`src/rtl/fastbus_sync_pkg.sv`:
```
package fastbus_sync_pkg;
   typedef enum logic [2:0] {
      ST_IDLE = 3'd0,
      ST_WDS  = 3'd1,
      ST_WAIT = 3'd2,
      ST_TERM = 3'd3,
      ST_HOLD = 3'd4
   } cyc_state_t;
endpackage

```
`src/rtl/fastbus_sync_fsm.sv`:
```
module fastbus_sync_fsm
   import fastbus_sync_pkg::*;
#(
   parameter int ACK_W    = 4,
   parameter int SUPPRESS = 2
) (
   input  logic             clk,
   input  logic             rst_n,
   input  logic             cpu_as_n,
   input  logic             cpu_rw,
   input  logic             cpu_local,
   input  logic [ACK_W-1:0] mb_ack_n,
   output logic             mb_as_n,
   output logic             mb_ds_n,
   output logic [ACK_W-1:0] cpu_ack_n,
   output logic             latch_en
);
   localparam int GAP_W = $clog2(SUPPRESS + 1);

   cyc_state_t       state;
   logic [GAP_W-1:0] gap_cnt;
   logic [ACK_W-1:0] code_q;
   logic             rd_q;

   // read data is captured on the same edge that releases the strobes
   assign latch_en = (state == ST_TERM) && rd_q;

   always_ff @(negedge clk or negedge rst_n) begin
      if (!rst_n) begin
         state     <= ST_IDLE;
         gap_cnt   <= '0;
         code_q    <= '1;
         rd_q      <= 1'b1;
         mb_as_n   <= 1'b1;
         mb_ds_n   <= 1'b1;
         cpu_ack_n <= '1;
      end else begin
         case (state)
            ST_IDLE: begin
               if (gap_cnt != '0) begin
                  gap_cnt <= gap_cnt - 1'b1;
               end else if (!cpu_as_n && !cpu_local) begin
                  mb_as_n <= 1'b0;
                  rd_q    <= cpu_rw;
                  if (cpu_rw) begin
                     mb_ds_n <= 1'b0;
                     state   <= ST_WAIT;
                  end else begin
                     state   <= ST_WDS;
                  end
               end
            end
            ST_WDS: begin
               mb_ds_n <= 1'b0;
               state   <= ST_WAIT;
            end
            ST_WAIT: begin
               if (~&mb_ack_n) begin
                  code_q <= mb_ack_n;
                  state  <= ST_TERM;
               end
            end
            ST_TERM: begin
               mb_as_n   <= 1'b1;
               mb_ds_n   <= 1'b1;
               cpu_ack_n <= code_q;
               gap_cnt   <= GAP_W'(SUPPRESS);
               state     <= ST_HOLD;
            end
            ST_HOLD: begin
               if (gap_cnt != '0) gap_cnt <= gap_cnt - 1'b1;
               if (cpu_as_n) begin
                  cpu_ack_n <= '1;
                  state     <= ST_IDLE;
               end
            end
            default: state <= ST_IDLE;
         endcase
      end
   end
endmodule

```
`src/rtl/fastbus_sync_rdlatch.sv`:
```
module fastbus_sync_rdlatch #(
   parameter int DATA_W = 32
) (
   input  logic              clk,
   input  logic              rst_n,
   input  logic              latch_en,
   input  logic [DATA_W-1:0] mb_data,
   output logic [DATA_W-1:0] cpu_data
);
   always_ff @(negedge clk or negedge rst_n) begin
      if (!rst_n)        cpu_data <= '0;
      else if (latch_en) cpu_data <= mb_data;
   end
endmodule

```
`src/rtl/fastbus_sync_ipl.sv`:
```
module fastbus_sync_ipl #(
   parameter int IPL_W      = 3,
   parameter bit IPL_RESYNC = 1'b1
) (
   input  logic             clk,
   input  logic             rst_n,
   input  logic             cck_en,
   input  logic [IPL_W-1:0] ipl_in_n,
   output logic [IPL_W-1:0] cpu_ipl_n
);
   generate
      if (IPL_RESYNC) begin : g_resync
         always_ff @(posedge clk or negedge rst_n) begin
            if (!rst_n)      cpu_ipl_n <= '1;
            else if (cck_en) cpu_ipl_n <= ipl_in_n;
         end
      end else begin : g_pass
         assign cpu_ipl_n = ipl_in_n;
      end
   endgenerate
endmodule

```
`src/rtl/fastbus_sync.sv`:
```
module fastbus_sync #(
   parameter int DATA_W     = 32,
   parameter int ACK_W      = 4,
   parameter int IPL_W      = 3,
   parameter int SUPPRESS   = 2,
   parameter bit IPL_RESYNC = 1'b1
) (
   input  logic              clk,
   input  logic              rst_n,
   input  logic              cpu_as_n,
   input  logic              cpu_rw,
   input  logic              cpu_local,
   input  logic [ACK_W-1:0]  mb_ack_n,
   input  logic [DATA_W-1:0] mb_data,
   input  logic [IPL_W-1:0]  ipl_in_n,
   input  logic              cck_en,
   output logic              mb_as_n,
   output logic              mb_ds_n,
   output logic [ACK_W-1:0]  cpu_ack_n,
   output logic [DATA_W-1:0] cpu_data,
   output logic [IPL_W-1:0]  cpu_ipl_n
);
   generate
      if (SUPPRESS < 1)  $error("SUPPRESS must be at least 1");
      if (ACK_W < 1)     $error("ACK_W must be at least 1");
      if (DATA_W < 1)    $error("DATA_W must be at least 1");
      if (IPL_W < 1)     $error("IPL_W must be at least 1");
   endgenerate

   logic latch_en;

   fastbus_sync_fsm #(.ACK_W(ACK_W), .SUPPRESS(SUPPRESS)) u_fsm (
      .clk(clk), .rst_n(rst_n), .cpu_as_n(cpu_as_n), .cpu_rw(cpu_rw),
      .cpu_local(cpu_local), .mb_ack_n(mb_ack_n), .mb_as_n(mb_as_n),
      .mb_ds_n(mb_ds_n), .cpu_ack_n(cpu_ack_n), .latch_en(latch_en)
   );

   fastbus_sync_rdlatch #(.DATA_W(DATA_W)) u_lat (
      .clk(clk), .rst_n(rst_n), .latch_en(latch_en),
      .mb_data(mb_data), .cpu_data(cpu_data)
   );

   fastbus_sync_ipl #(.IPL_W(IPL_W), .IPL_RESYNC(IPL_RESYNC)) u_ipl (
      .clk(clk), .rst_n(rst_n), .cck_en(cck_en),
      .ipl_in_n(ipl_in_n), .cpu_ipl_n(cpu_ipl_n)
   );
endmodule

```
`config.mk`:
```
export PLATFORM = sky130hd
export DESIGN_NAME = fastbus_sync
export DESIGN_NICKNAME = d
export VERILOG_FILES = /design/src/rtl/fastbus_sync_pkg.sv /design/src/rtl/fastbus_sync_fsm.sv /design/src/rtl/fastbus_sync_rdlatch.sv /design/src/rtl/fastbus_sync_ipl.sv /design/src/rtl/fastbus_sync.sv
export SDC_FILE = /design/constraint.sdc
export NUM_CORES = 1
export LEC_CHECK = 0
export CAP_MARGIN = 20
export CORE_MARGIN = 2
export CORE_UTILIZATION = 40
export CTS_CLUSTER_SIZE = 25
export DETAILED_ROUTE_END_ITERATION = 10
export PLACE_DENSITY = 0.74
export SYNTH_ARGS = -nofsm -noshare
export SYNTH_HDL_FRONTEND = slang
export SYNTH_HIERARCHICAL = 1
export SYNTH_SLANG_ARGS = --single-unit
export TNS_END_PERCENT = 30
```
`constraint.sdc`:
```
create_clock -name clk -period 1.9 [get_ports clk]
set_input_delay 0.475 -clock clk [delete_from_list [all_inputs] [get_ports clk]]
set_output_delay 0.475 -clock clk [all_outputs]
set_load 0.02 [all_outputs]
```
==> impl_metrics.toml <==
[status]
status = "complete, but fails checks"
violations = "setup timing"

[clock_network]
cts-root-buf = "clkbuf_8"
clk_pin_slew_ns = 0.09
cts_max_level = 2
clock_latency_ns = 0.36
clockBufferDepth = 2
cts_tree = "done"
cts_hold_buf = 0
cts_made_buffers = 5
clock_sinks = 51

[power_and_ir_drop]
p_leak_uw = 0.001715
finalPower_uw = 5751
vdd_drop_max_uv = 719.7
p_per_area_nw_per_um2 = 1655

[yosys]
seq_area_frac_synth_pct = 57.10
synth_cells = 153
syn_area_um2 = 2266
ys_ff_latch = 51
async_flop_share_pct = 100.0
yosys_warnings = 6
syn_avg_cell_area_um2 = 14.81
synth-edff-count = 0
ys_types = 33
synth_nets = 199
synth_ff_type = "dfrtn_1"

[drt]
ant_nets = 0
num_vias = 1652
wl_um = 5188
drtIter0Drc = 42
firstDrtPassIters = 4
wl_per_cell_um = 14.95
routed_via_density = 4.761
drc = 0

[global_routing]
grt_use_total_pct = 17.46
grt_max_degree = 30
grt_pass1_wl_um = 8452
grt_overflow_total = 0
first_global_vias = 1754
antenna_found_initial = 0

[floorplan]
fp.dieH_um = 79.27
chipWidth_um = 79.27
core-area_um2 = 5473
dieArea_um2 = 6283
ios = 86
start_util_pct = 41.40
rows = 27

[cells_and_area]
drive_gt1_share_pct = 48.73
syn_to_final_growth_pct = 53.34
postLayoutCellArea_um2 = 3475
stdcell_count = 347
diodes = 0
fin_nets = 320

[worst_setup_path]
setup.worst_path.class = "reg2out"
cp.required_ns = 1.42
cp.arrival_ns = 1.96
slowest_stage = "dfstp_2"
cp-start-kind = "flop"
path_max_fanout = 2
path_delay_family = "flip-flops"
cp_slowest_stage_delay_ns = 0.53
cp.buffers_inverters = 1
path_cells = "buf_6"
regToRegSetupSlack_ns = 0.34
endpoint_kind = "output pin"

[sta]
rsz0062_at_grt = "yes"
timing.hold.ws_ns = 0.3292
slew_headroom_pct = 81.98
setup_viol = 44
maxSlewViolCount = 0
hold_viol = 0
tightestPinTransition_ns = 0.2694
layout_setup_ws_ns = -0.5306
fin_skew_ns = 0.06062

[min_path]
hp-class = "in2async"

[placement]
gp_congestion = 0.7773
io_buffer_count = 85
dpl-instance-area_um2 = 3277
dp_cells = 320
hpwlAfterDp_um = 3870

[run]
maxCapViolations = 0
timing repair:
item / 4_1_cts / 5_1_grt
resized for setup: 276 / 0
cloned: 0 / 0
buffers inserted: 9 / 0
pin swaps: 2 / 0
setup endpoints to repair: 87 / 45
synth_stat cells, types with 3 or more instances:
cell type,count,area [um2]
buf_12,3,60.06
inv_1,4,15.01
nand2_1,6,22.52
dfstp_2,14,367.9
mux2_4,30,450.4
o22a_2,3,30.03
nand3_1,4,20.02
o211ai_1,5,37.54
dfrtn_1,37,925.9
nor2_1,14,52.55
mux2_2,6,67.56
buf_2,3,15.01
flip-flops by register name, indices dropped and copies added, names as in the netlist:
name,count
u_fsm/mb_as_n,1
u_fsm/gap_cnt,2
u_fsm/mb_ds_n,1
u_fsm/rd_q,1
u_lat/cpu_data,32
u_ipl/cpu_ipl_n,3
u_fsm/code_q,4
u_fsm/cpu_ack_n,4
u_fsm/state,3
where the power goes:
| part | leakage [uW] | switching [uW] | total, uW | internal, uW |
|---|---|---|---|---|
| combinational | 0.00101 | 1310 | 3070 | 1770 |
| clock | 0.000103 | 389 | 671 | 282 |
| sequential | 0.000607 | 317 | 2010 | 1690 |
cell families after synthesis:
group,after synthesis,share of synthesized area [%]
buffers and inverters,13,5.301
AO/OA/AOI/OAI,17,5.909
flip-flops,51,57.10
adder cells (fa/ha/maj),1,0.5521
AND/OR/NAND/NOR,35,8.283
multiplexers,36,22.86
per-stage QoR:
stage	setup TNS (ns)	util (%)	setup slack [ns]
final	-15.55	63.49	-0.5306
after global routing	-17.09	63.49	-0.5617
after CTS	-15.81	63.49	-0.5376
after detailed placement	-40.83	59.88	-0.7422
after global placement	-40.12	59.88	-0.7086
after floorplan	-1.165	-	-0.2046
layer usage:
| metal | vias up | share of wire (%) | track usage [%] |
|---|---|---|---|
| met5 | - | 0 | 0 |
| met2 | 58 | 49 | 29.07 |
| li1 | 780 | - | - |
| met1 | 809 | 44 | 21.81 |
| met3 | 5 | 5.7 | 4.545 |
| met4 | 0 | 1.3 | 6.552 |
cell usage in the layout (no fill, tap or decap), types with 2 or more instances in the layout:
master           Yosys  routed
buf_12               3       2
mux2_2               6       4
a21oi_1              2       2
nand3_1              4       4
nand2_1              6       6
clkdlybuf4s15_2      0       2
inv_1                4      15
mux2_4              30      32
buf_6                2      38
o22a_2               3       3
dfrtn_1             37      37
clkbuf_8             0       5
dfstp_2             14      14
nor2_1              14      12
clkdlybuf4s50_1      0       5
o211ai_1             5       5
buf_4                1      26
dlygate4sd2_1        0      39
worst paths after layout:
path / from / end / cells past startpoint
min in group clk: u_lat/cpu_data[30] / u_lat/cpu_data[30] / 1
worst min register to register: u_lat/cpu_data[30] / u_lat/cpu_data[30] / 1
worst max register to register: u_fsm/state[0] / u_lat/cpu_data[29] / 4
max in group asynchronous: rst_n / u_fsm/code_q[0] / 2
worst max-delay path: u_fsm/mb_ds_n / mb_ds_n / 1
worst min-delay path: rst_n / u_ipl/cpu_ipl_n[2] / 2
area by class of cell:
class / instances / area (um2)
Clock inverter: 13 / 48.80
Fill cell: 452 / 1998
Inverter: 3 / 11.26
Clock buffer: 6 / 72.57
Timing Repair Buffer: 113 / 1082
Sequential cell: 51 / 1294
Multi-Input combinational cell: 89 / 875.8
Tap cell: 72 / 90.09
Note: power is estimated with default switching activity, not from simulation.
